<file path="config.mk">
export PLATFORM = sky130hd
export DESIGN_NAME = ee_shadow_cache
export DESIGN_NICKNAME = d
export VERILOG_FILES = /design/src/rtl/ee_shadow_pkg.sv /design/src/rtl/ee_shadow_store.sv /design/src/rtl/ee_sum_acc.sv /design/src/rtl/ee_shadow_ctrl.sv /design/src/rtl/ee_shadow_cache.sv
export SDC_FILE = /design/constraint.sdc
export NUM_CORES = 2
export LEC_CHECK = 0
export ABC_CLOCK_PERIOD_IN_PS = 6100
export BUFFER_PORTS_ARGS = -buffer_cell sky130_fd_sc_hd__buf_2
export CAP_MARGIN = 10
export CORE_MARGIN = 2
export CORE_UTILIZATION = 37
export DETAILED_ROUTE_END_ITERATION = 12
export GPL_ROUTABILITY_DRIVEN = 0
export MAX_ROUTING_LAYER = met4
export SYNTH_ARGS = -nofsm -noshare
export SYNTH_HDL_FRONTEND = slang
export SYNTH_HIERARCHICAL = 1
export SYNTH_SLANG_ARGS = --single-unit
</file>
<file path="constraint.sdc">
create_clock -name clk_i -period 6.1 [get_ports clk_i]
set_input_delay 0.305 -clock clk_i [delete_from_list [all_inputs] [get_ports clk_i]]
set_output_delay 0.305 -clock clk_i [all_outputs]
set_load 0.01 [all_outputs]
</file>
<file path="src/rtl/ee_shadow_pkg.sv">
package ee_shadow_pkg;
  typedef enum logic [1:0] {
    OP_LOOKUP = 2'b00,
    OP_WRITE  = 2'b01,
    OP_CSUM   = 2'b10,
    OP_RSVD   = 2'b11
  } ee_op_e;

  typedef enum logic [2:0] {
    ST_IDLE,
    ST_FILL,
    ST_RESP,
    ST_WR,
    ST_CS_RD,
    ST_CS_WR
  } ee_state_e;
endpackage

</file>
<file path="src/rtl/ee_shadow_store.sv">
module ee_shadow_store #(
  parameter int WORDS  = 64,
  parameter int DW     = 16,
  parameter int AW     = $clog2(WORDS),
  parameter int SIG_HI = 15,
  parameter int SIG_LO = 14,
  parameter logic [SIG_HI-SIG_LO:0] SIG_VALID = 2'b01
) (
  input  logic          clk_i,
  input  logic          rst_ni,
  input  logic          we_i,
  input  logic [AW-1:0] waddr_i,
  input  logic [DW-1:0] wdata_i,
  input  logic          clr_sig_i,
  input  logic [AW-1:0] raddr_i,
  output logic [DW-1:0] rdata_o,
  output logic          sig_ok_o
);
  localparam logic [DW-1:0] SIG_MASK =
    DW'(((1 << (SIG_HI - SIG_LO + 1)) - 1) << SIG_LO);

  logic [WORDS-1:0][DW-1:0] flat;

  for (genvar g = 0; g < WORDS; g++) begin : g_word
    logic [DW-1:0] q;
    logic          wsel;
    logic [DW-1:0] d;
    assign wsel = we_i && (waddr_i == AW'(g));
    assign d    = wsel ? wdata_i : q;
    if (g == 0) begin : g_sig
      // signature word: clear wins over a same-cycle load
      always_ff @(posedge clk_i or negedge rst_ni) begin
        if (!rst_ni) q <= '0;
        else         q <= clr_sig_i ? (d & ~SIG_MASK) : d;
      end
    end else begin : g_plain
      always_ff @(posedge clk_i or negedge rst_ni) begin
        if (!rst_ni)   q <= '0;
        else if (wsel) q <= wdata_i;
      end
    end
    assign flat[g] = q;
  end

  assign rdata_o  = flat[raddr_i];
  assign sig_ok_o = (flat[0][SIG_HI:SIG_LO] == SIG_VALID);


  sig_clear_chk: assert property (@(posedge clk_i) disable iff (!rst_ni)
    clr_sig_i |=> !sig_ok_o);
endmodule

</file>
<file path="src/rtl/ee_sum_acc.sv">
module ee_sum_acc #(
  parameter int DW = 16
) (
  input  logic          clk_i,
  input  logic          rst_ni,
  input  logic          clr_i,
  input  logic          add_i,
  input  logic [DW-1:0] din_i,
  output logic [DW-1:0] sum_o,
  output logic [DW-1:0] sum_nxt_o
);
  assign sum_nxt_o = sum_o + din_i;

  always_ff @(posedge clk_i or negedge rst_ni) begin
    if (!rst_ni)    sum_o <= '0;
    else if (clr_i) sum_o <= '0;
    else if (add_i) sum_o <= sum_nxt_o;
  end
endmodule

</file>
<file path="src/rtl/ee_shadow_ctrl.sv">
module ee_shadow_ctrl
  import ee_shadow_pkg::*;
#(
  parameter int WORDS = 64,
  parameter int DW    = 16,
  parameter int AW    = $clog2(WORDS),
  parameter logic [DW-1:0] SUM_TARGET = 16'hBABA
) (
  input  logic          clk_i,
  input  logic          rst_ni,
  input  logic          op_valid_i,
  input  logic [1:0]    op_i,
  input  logic [AW:0]   idx_i,
  input  logic [DW-1:0] wdata_i,
  output logic          busy_o,
  output logic          done_o,
  output logic          ok_o,
  output logic [DW-1:0] rdata_o,
  output logic          mem_req_o,
  output logic          mem_we_o,
  output logic [AW-1:0] mem_addr_o,
  output logic [DW-1:0] mem_wdata_o,
  input  logic          mem_ack_i,
  input  logic [DW-1:0] mem_rdata_i,
  input  logic          sig_ok_i,
  input  logic [DW-1:0] st_rdata_i,
  output logic          st_we_o,
  output logic          st_clr_o,
  output logic [AW-1:0] st_raddr_o,
  output logic          acc_clr_o,
  output logic          acc_add_o,
  input  logic [DW-1:0] sum_nxt_i
);
  localparam logic [AW-1:0] LAST    = AW'(WORDS - 1);
  localparam logic [AW-1:0] CS_LAST = AW'(WORDS - 2);
  localparam logic [AW:0]   LIMIT   = (AW+1)'(WORDS);

  ee_state_e     state_q;
  logic [AW-1:0] addr_q, idx_q;
  logic [DW-1:0] wdata_q;
  logic          ack, accept, idx_bad, last;
  ee_op_e        op;

  assign op        = ee_op_e'(op_i);
  assign ack       = mem_req_o && mem_ack_i;
  assign accept    = op_valid_i && (state_q == ST_IDLE);
  assign idx_bad   = (idx_i >= LIMIT);
  assign last      = (addr_q == LAST);

  assign busy_o      = (state_q != ST_IDLE);
  assign mem_req_o   = (state_q == ST_FILL) || (state_q == ST_WR) ||
                       (state_q == ST_CS_RD) || (state_q == ST_CS_WR);
  assign mem_we_o    = (state_q == ST_WR) || (state_q == ST_CS_WR);
  assign mem_addr_o  = addr_q;
  assign mem_wdata_o = wdata_q;

  assign st_raddr_o = (state_q == ST_RESP) ? idx_q : idx_i[AW-1:0];
  assign st_we_o    = (state_q == ST_FILL) && ack;
  assign st_clr_o   = ((state_q == ST_FILL) && ack && last && (sum_nxt_i != SUM_TARGET)) ||
                      (((state_q == ST_WR) || (state_q == ST_CS_WR)) && ack);
  assign acc_clr_o  = accept;
  assign acc_add_o  = ack && ((state_q == ST_FILL) || (state_q == ST_CS_RD));

  always_ff @(posedge clk_i or negedge rst_ni) begin
    if (!rst_ni) begin
      state_q <= ST_IDLE;
      addr_q  <= '0;
      idx_q   <= '0;
      wdata_q <= '0;
      done_o  <= 1'b0;
      ok_o    <= 1'b0;
      rdata_o <= '0;
    end else begin
      done_o <= 1'b0;
      case (state_q)
        ST_IDLE: if (op_valid_i) begin
          idx_q  <= idx_i[AW-1:0];
          addr_q <= '0;
          case (op)
            OP_LOOKUP: begin
              if (idx_bad) begin
                done_o <= 1'b1; ok_o <= 1'b0; rdata_o <= '0;
              end else if (sig_ok_i) begin
                done_o <= 1'b1; ok_o <= 1'b1; rdata_o <= st_rdata_i;
              end else begin
                state_q <= ST_FILL;
              end
            end
            OP_WRITE: begin
              if (idx_bad) begin
                done_o <= 1'b1; ok_o <= 1'b0; rdata_o <= '0;
              end else begin
                addr_q  <= idx_i[AW-1:0];
                wdata_q <= wdata_i;
                state_q <= ST_WR;
              end
            end
            OP_CSUM: state_q <= ST_CS_RD;
            default: begin
              done_o <= 1'b1; ok_o <= 1'b0; rdata_o <= '0;
            end
          endcase
        end
        ST_FILL: if (ack) begin
          if (last) state_q <= ST_RESP;
          else      addr_q  <= addr_q + 1'b1;
        end
        ST_RESP: begin
          done_o  <= 1'b1;
          ok_o    <= sig_ok_i;
          rdata_o <= sig_ok_i ? st_rdata_i : '0;
          state_q <= ST_IDLE;
        end
        ST_WR: if (ack) begin
          done_o <= 1'b1; ok_o <= 1'b1; rdata_o <= '0;
          state_q <= ST_IDLE;
        end
        ST_CS_RD: if (ack) begin
          if (addr_q == CS_LAST) begin
            wdata_q <= SUM_TARGET - sum_nxt_i;
            addr_q  <= LAST;
            state_q <= ST_CS_WR;
          end else begin
            addr_q <= addr_q + 1'b1;
          end
        end
        ST_CS_WR: if (ack) begin
          done_o <= 1'b1; ok_o <= 1'b1; rdata_o <= wdata_q;
          state_q <= ST_IDLE;
        end
        default: state_q <= ST_IDLE;
      endcase
    end
  end


  req_hold_chk: assert property (@(posedge clk_i) disable iff (!rst_ni)
    mem_req_o && !mem_ack_i |=> mem_req_o && $stable(mem_addr_o) && $stable(mem_we_o));

  fill_order_chk: assert property (@(posedge clk_i) disable iff (!rst_ni)
    (state_q == ST_FILL) && ack && !last |=> mem_addr_o == $past(mem_addr_o) + 1'b1);

  range_chk: assert property (@(posedge clk_i) disable iff (!rst_ni)
    accept && (op == OP_LOOKUP) && idx_bad |=> done_o && !ok_o && (rdata_o == '0) && !mem_req_o);

  hit_chk: assert property (@(posedge clk_i) disable iff (!rst_ni)
    accept && (op == OP_LOOKUP) && !idx_bad && sig_ok_i |=> done_o && ok_o && !mem_req_o);

  fail_zero_chk: assert property (@(posedge clk_i) disable iff (!rst_ni)
    done_o && !ok_o |-> rdata_o == '0);

  wr_inval_chk: assert property (@(posedge clk_i) disable iff (!rst_ni)
    mem_req_o && mem_we_o && mem_ack_i |=> !sig_ok_i);

  busy_start_chk: assert property (@(posedge clk_i) disable iff (!rst_ni)
    $rose(busy_o) |-> $past(op_valid_i));
endmodule

</file>
<file path="src/rtl/ee_shadow_cache.sv">
module ee_shadow_cache #(
  parameter int WORDS  = 64,
  parameter int DW     = 16,
  parameter int SIG_HI = 15,
  parameter int SIG_LO = 14,
  parameter logic [SIG_HI-SIG_LO:0] SIG_VALID = 2'b01,
  parameter logic [DW-1:0] SUM_TARGET = 16'hBABA
) (
  input  logic                     clk_i,
  input  logic                     rst_ni,
  input  logic                     op_valid_i,
  input  logic [1:0]               op_i,
  input  logic [$clog2(WORDS):0]   idx_i,
  input  logic [DW-1:0]            wdata_i,
  output logic                     busy_o,
  output logic                     done_o,
  output logic                     ok_o,
  output logic [DW-1:0]            rdata_o,
  output logic                     mem_req_o,
  output logic                     mem_we_o,
  output logic [$clog2(WORDS)-1:0] mem_addr_o,
  output logic [DW-1:0]            mem_wdata_o,
  input  logic                     mem_ack_i,
  input  logic [DW-1:0]            mem_rdata_i
);
  localparam int AW = $clog2(WORDS);

  logic          sig_ok, st_we, st_clr, acc_clr, acc_add;
  logic [AW-1:0] st_raddr;
  logic [DW-1:0] st_rdata, sum_q, sum_nxt;

  ee_shadow_store #(
    .WORDS(WORDS), .DW(DW), .AW(AW),
    .SIG_HI(SIG_HI), .SIG_LO(SIG_LO), .SIG_VALID(SIG_VALID)
  ) u_store (
    .clk_i, .rst_ni,
    .we_i(st_we), .waddr_i(mem_addr_o), .wdata_i(mem_rdata_i),
    .clr_sig_i(st_clr), .raddr_i(st_raddr),
    .rdata_o(st_rdata), .sig_ok_o(sig_ok)
  );

  ee_sum_acc #(.DW(DW)) u_acc (
    .clk_i, .rst_ni,
    .clr_i(acc_clr), .add_i(acc_add), .din_i(mem_rdata_i),
    .sum_o(sum_q), .sum_nxt_o(sum_nxt)
  );

  ee_shadow_ctrl #(
    .WORDS(WORDS), .DW(DW), .AW(AW), .SUM_TARGET(SUM_TARGET)
  ) u_ctrl (
    .clk_i, .rst_ni,
    .op_valid_i, .op_i, .idx_i, .wdata_i,
    .busy_o, .done_o, .ok_o, .rdata_o,
    .mem_req_o, .mem_we_o, .mem_addr_o, .mem_wdata_o, .mem_ack_i, .mem_rdata_i,
    .sig_ok_i(sig_ok), .st_rdata_i(st_rdata), .st_we_o(st_we), .st_clr_o(st_clr),
    .st_raddr_o(st_raddr), .acc_clr_o(acc_clr), .acc_add_o(acc_add),
    .sum_nxt_i(sum_nxt)
  );

  logic unused_sum;
  assign unused_sum = ^sum_q;
endmodule

</file>
-- After elaboration in Yosys (flattened, before gate mapping)
Index checks and enable logic that the tools add are counted.
- register bits after elaboration: 1089
- output and inout port bits: 43
- logic and storage cells: 316
- $add $sub $neg: 3
- magnitude comparators: 2
- eq/ne operators: 90
- muxes and demuxes: 55
- reduce and logical (&&, ||, !) cells: 93
- operator list (operator ; count):
    $mux W16 ; 17
    $eq A6 B6 Y1 const B ; 32
    $bmux W16 S6 ; 1
    $eq A6 B5 Y1 const B ; 16
    $logic_and A1 B1 Y1 ; 70
    $pmux W16 S4 ; 1
    $eq A6 B4 Y1 const B ; 8
    $mux W6 ; 8
    $pmux W16 S3 ; 1
    $pmux W16 S2 ; 1
    $mux W3 ; 9
    $eq A6 B3 Y1 const B ; 4
    $pmux W6 S3 ; 1
    $add A16 B16 Y16 ; 1
    $ne A16 B16 Y1 const B ; 1
    $sub A16 B16 Y16 const A ; 1
    $eq A6 B2 Y1 const B ; 2
    $ne A2 B1 Y1 const B ; 6
    $ne A2 B2 Y1 const B ; 6
    $pmux W1 S3 ; 4
    $pmux W3 S4 ; 1
    $reduce_and A6 Y1 ; 2
    $mux W1 ; 10
    $reduce_and A10 Y1 ; 1
    25 further kinds ; 39

-- Depth between registers and ports, before layout
- depth in word-level cells: 10
- depth in mapped cells: 15
- depth with buffers taken out: 13

-- By module
Netlist, hierarchy kept.
- by module, submodules not included (module ; instances ; cells each ; area each (µm²)):
    ee_shadow_store ; 1 ; 2947 ; 46724.8
    ee_shadow_ctrl ; 1 ; 332 ; 3169.3
    ee_sum_acc ; 1 ; 168 ; 1515.2

-- Least setup slack after synthesis
OpenSTA, ideal clock, no wires.
- path kind: reg2reg
- start: reg u_ctrl.state_q[1]
- end: reg u_ctrl.rdata_o[14]
- arrival: 3529 ps
- data required time: 5975 ps
- setup slack: 2446 ps
- cell stages (with the launch flop): 14
- cells stage by stage: dfrtp_1 > clkbuf_1 > inv_1 > nor3_1 > mux2_2 > buf_4 > buf_2 > buf_4 > mux4_2 > mux4_2 > o2111ai_1 > o41ai_1 > a22o_1 > mux2_2
- word-level cells in the longest chain between the ends: 9
- RTL lines (element ; RTL line ; text):
    start, declared ; ee_shadow_ctrl.sv:38 ; ee_state_e state_q;
    start signal, assigned ; ee_shadow_ctrl.sv:66 ; state_q <= ST_IDLE;
    start signal, assigned ; ee_shadow_ctrl.sv:86 ; state_q <= ST_FILL;
    start signal, assigned ; ee_shadow_ctrl.sv:95 ; state_q <= ST_WR;
    $eq A3 B2 Y1 * ; ee_shadow_ctrl.sv:57 ; assign st_raddr_o = (state_q == ST_RESP) ? idx_q : idx_i[AW-1:0];
    $mux W6 * ; ee_shadow_ctrl.sv:57 ;
    named net st_raddr[1] ; ee_shadow_cache.sv:29 ; logic [AW-1:0] st_raddr;
    $bmux W16 S6 * ; ee_shadow_store.sv:45 ; assign rdata_o = flat[raddr_i];
    $mux W16 (implied by the code) * ; ee_shadow_store.sv:45 ;
    named net st_rdata[14] ; ee_shadow_cache.sv:30 ; logic [DW-1:0] st_rdata, sum_q, sum_nxt;
    $mux W16 ; ee_shadow_ctrl.sv:83 ; end else if (sig_ok_i) begin
    $mux W16 ; ee_shadow_ctrl.sv:81 ; if (idx_bad) begin
    $pmux W16 S3 ; ee_shadow_ctrl.sv:79 ; case (op)
    $mux W16 ; ee_shadow_ctrl.sv:76 ; ST_IDLE: if (op_valid_i) begin
    $pmux W16 S4 * ; ee_shadow_ctrl.sv:75 ; case (state_q)
    end signal, assigned ; ee_shadow_ctrl.sv:111 ; rdata_o <= sig_ok_i ? st_rdata_i : '0;
    end, declared ; ee_shadow_ctrl.sv:18 ; output logic [DW-1:0] rdata_o,
Mark *: on every way through the listed nets, which the timed path passes. The rest lies on a longest branch. The select of a mux whose other input is x is not followed.
A chain may end at the register's enable or synchronous reset.

-- Worst setup path after layout
- start: reg u_ctrl.state_q[1]
- end: reg u_ctrl.rdata_o[5]
The elaborated chain is that of the path after synthesis.

==> flow_summary.yaml <==
pwr:
  power_leakage_nw: 26.65
  ir_drop_uv: 242.8
  switchingPower_w: 0.007449
  p_int_w: 0.01752
  clockPowerShare_pct: 28.1
  p_per_area_nw_per_um2: 434.3
  power_frac_comb_pct: 27.2
  swShare_pct: 29.83
  pwr-share-seq_pct: 44.7
run:
  cap_violations: 0
grt:
  antenna_found_initial: 3
  grt_first_pass_wirelength_um: 214500
  grt_pass1_vias: 30761
  grt_max_degree: 180
  track_usage_pct: 20.85
  grt_overflow: 0
worst_setup_path:
  reg2reg_depth: 12
  worst-r2r-setup-slack_ns: 1.22
  path_cells: "inv_1 > nor3_1 > buf_4 > mux2_8 > buf_4 > mux4_2 > mux2i_1 > a211oi_1 > o21ai_0 > o21ai_0 > a22o_1 > mux2_1"
  critPathArrivalTime_ns: 5.49
  slowest_stage: "o21ai_0"
  worstPathRequired_ns: 6.71
  cp-end-kind: "flip-flop"
  crit_fanout: 57
  path_class: "reg -> reg"
  critPathMaxStageDelay_ns: 0.69
  path_buf_inv: 3
  r2r-start: "u_ctrl/state_q[1]$_DFFE_PN0P_"
  crit_family: "multiplexers"
  worstReg2RegEnd: "u_ctrl/rdata_o[5]$_DFFE_PN0P_"
  critPathLaunchType: "flip-flop"
floorplan:
  die-area_um2: 141900
  start_util_pct: 37.34
  rows: 136
  fp.dieH_um: 376.8
  ios: 88
  core_area_um2: 137700
  die_x_um: 376.8
synthesis:
  synthFlopType: "dfrtp_1"
  ys_seq_elements: 1089
  synth-seq-area-share_pct: 53.01
  synth.cell_area_um2: 51410
  synth_edf_count: 0
  synth_cells: 3447
  synth_warnings: 6
  synth_top_area_cell: "dfrtp_1"
  async_reset_ff_share_pct: 100.0
  postSynthAreaPerCell_um2: 14.91
  synth_area_leaders: "dfrtp_1, mux2_2, mux4_2, mux2i_1, clkbuf_1"
  syn_nets: 3512
  synth_cell_types: 79
  synth_top_area_share_pct: 53.01
sta:
  layout_setup_ws_ns: 1.220
  setup_violations: 0
  rsz0062_at_grt: "false"
  fin_setup_tns_ns: 0
  min_period_ns: 4.880
  period_share_pct: 80.01
  final.setup_skew_ns: 0.04321
  slew_viol_final: 0
  finalHoldViolations: 0
  fmax_mhz: 204.9
  slew_headroom_pct: 17.57
  worst_slew_pin_slew_ns: 1.233
clock_network:
  path_clk_slew_ns: 0.06
  clock_sinks: 1089
  htree_num_levels: 3
  postCtsSetupBuffers: 0
  numCtsBuffers: 112
  clk-insertion-delay-late_ns: 0.73
  cts_buffer_depth: 3
  cts_tree: "done"
  cts_root_buf: "clkbuf_16"
status:
  status: "complete, no violations"
hold_path:
  min_to: "u_acc/sum_o[0]$_DFFE_PN0P_"
  hold_path_depth: 4
  hold_path_class: "in -> reg"
  hp-start: "mem_rdata_i[0]"
placed_design:
  place_ws_ns: 1.227
  port_buffers: 87
  placed_cell_area_um2: 53480
  hpwlAfterDp_um: 87090
layout:
  nNetsFinal: 3506
  syn2layout_area_growth_pct: 11.82
  layout-drive-gt1-share_pct: 48.53
  fin_area_um2: 57480
route:
  drt_pass1_iterations: 5
  post-route-drc-count: 0
  via_per_inst: 5.734
  drt_wl_total_um: 143000
  wl_per_cell_um: 26.84
  ant_nets: 0
  drt_iter0_drc: 2430
  vias: 30547
[power groups by stage]
stage | clock [W] | sequential (W) | combinational, W
2_1_floorplan | 0 | 0.0107 | 0.00508
3_3_place_gp | 0 | 0.0112 | 0.00662
3_5_place_dp | 0 | 0.0112 | 0.00676
4_1_cts | 0.00719 | 0.0111 | 0.00679
5_1_grt | 0.00749 | 0.0114 | 0.00729
6_report | 0.00701 | 0.0112 | 0.00680
[per-stage QoR]
stage / cells / utilization [%] / hold slack [ns] / power [W]
after floorplan: 3447 / - / 0.009409 / 0.01576
after global placement: 5097 / 38.85 / 0.3534 / 0.01780
after detailed placement: 5097 / 38.85 / 0.3520 / 0.01800
after CTS: 5326 / 41.76 / 0.04538 / 0.02510
after global routing: 5326 / 41.76 / 0.09095 / 0.02622
final: 5327 / 41.76 / 0.1032 / 0.02497
[state kept, by name, summed over array words and instances, names as in the netlist]
| signal | cells |
|---|---|
| u_acc/sum_o | 16 |
| u_ctrl/done_o | 1 |
| u_ctrl/idx_q | 6 |
| u_ctrl/mem_addr_o | 6 |
| u_ctrl/mem_wdata_o | 16 |
| u_ctrl/ok_o | 1 |
| u_ctrl/rdata_o | 16 |
| u_ctrl/state_q | 3 |
| u_store/g_word.q | 1024 |
[worst min-delay path: stages]
cell	delay [ns]
buf_2	0.09
ha_1	0.19
mux2i_1	0.09
nor2_1	0.08
[cell usage in the layout, fill, tap and decap left out, types with 8 or more instances in the layout]
cell,synthesis,layout
dfrtp_1,1089,1089
mux2_2,1054,1050
mux4_2,270,270
clkbuf_16,0,113
nand2_1,94,94
buf_2,93,86
nor2_1,73,71
o21ai_0,69,69
buf_4,33,61
mux2i_1,58,58
a21oi_1,54,54
clkbuf_1,149,31
dlygate4sd3_1,0,24
nor3_1,23,23
clkbuf_8,0,22
clkinv_2,0,22
a211oi_1,21,21
a22o_1,20,20
nand3_1,19,19
ha_1,19,19
buf_12,0,17
or3_1,17,17
inv_1,15,15
nor2b_1,15,15
o22ai_1,15,15
xnor2_1,14,14
o211ai_1,13,13
xor2_1,11,11
nor2_4,11,11
nand2b_1,10,10
nor2_2,8,10
bufinv_16,0,9
nand4_1,9,9
a21o_1,8,8
nand3b_1,8,8
nor3b_1,8,8
o21ai_2,8,8
[area by class of cell]
class                      count  area (um2)
tap                         1794        2245
clock buffer                 166        3247
timing repair buffer         189        1484
fill                       12534       80180
clock inverter                39       511.7
inverter                      15       56.30
sequential                  1089       27250
multi-input combinational   2034       22690
antenna                        1       2.502
[synthesized netlist by cell type (all sizes together), types with 20 or more instances]
master	number
mux4	270
nor2	92
dfrtp	1089
nor3	27
mux2	1059
o21ai	80
buf	159
a211oi	21
mux2i	58
clkbuf	150
nand2	95
a22o	20
a21oi	55
[cells by family (layout without fill, tap and decap cells)]
kind of cell	Yosys count	count (layout)	share of synthesized area, %
AOI/OAI and AO/OA	272	272	3.566
xor gates and xnor gates	26	26	0.4697
adders and majority gates	20	20	0.5014
buffers and inverters	324	409	2.967
DFF	1089	1089	53.01
muxes	1387	1387	36.15
other	0	1	0
and+or+nand+nor	329	329	3.334
[metal layers]
metal	part of all wire, %	track usage (%)	routed length [um]	vias up
met5	0	-	0	-
met4	2.6	5.985	3695	0
met3	5.7	3.150	8190	201
met2	46	31.42	66040	862
met1	45	29.30	65030	16674
li1	-	-	-	12810
[worst max-delay path by stage]
stage | startpoint | to | slack, ns | depth (start not counted)
after floorplan | u_ctrl/state_q[1]$_DFFE_PN0P_ | u_ctrl/rdata_o[14]$_DFFE_PN0P_ | 2.45 | 13
after global placement | u_ctrl/state_q[1]$_DFFE_PN0P_ | u_ctrl/rdata_o[7]$_DFFE_PN0P_ | 1.16 | 12
after CTS | u_ctrl/state_q[1]$_DFFE_PN0P_ | u_ctrl/rdata_o[5]$_DFFE_PN0P_ | 1.23 | 12
after global routing | u_ctrl/state_q[1]$_DFFE_PN0P_ | u_ctrl/rdata_o[0]$_DFFE_PN0P_ | 0.97 | 12
final | u_ctrl/state_q[1]$_DFFE_PN0P_ | u_ctrl/rdata_o[5]$_DFFE_PN0P_ | 1.22 | 12
after detailed placement | u_ctrl/state_q[1]$_DFFE_PN0P_ | u_ctrl/rdata_o[5]$_DFFE_PN0P_ | 1.23 | 12
[repair_timing]
item | 4_1_cts | 5_1_grt
resized for setup | 0 | 0
hold buffers | 24 | 0
endpoints found under the hold margin | 90 | 0
Power figures use the tool's default switching activity.
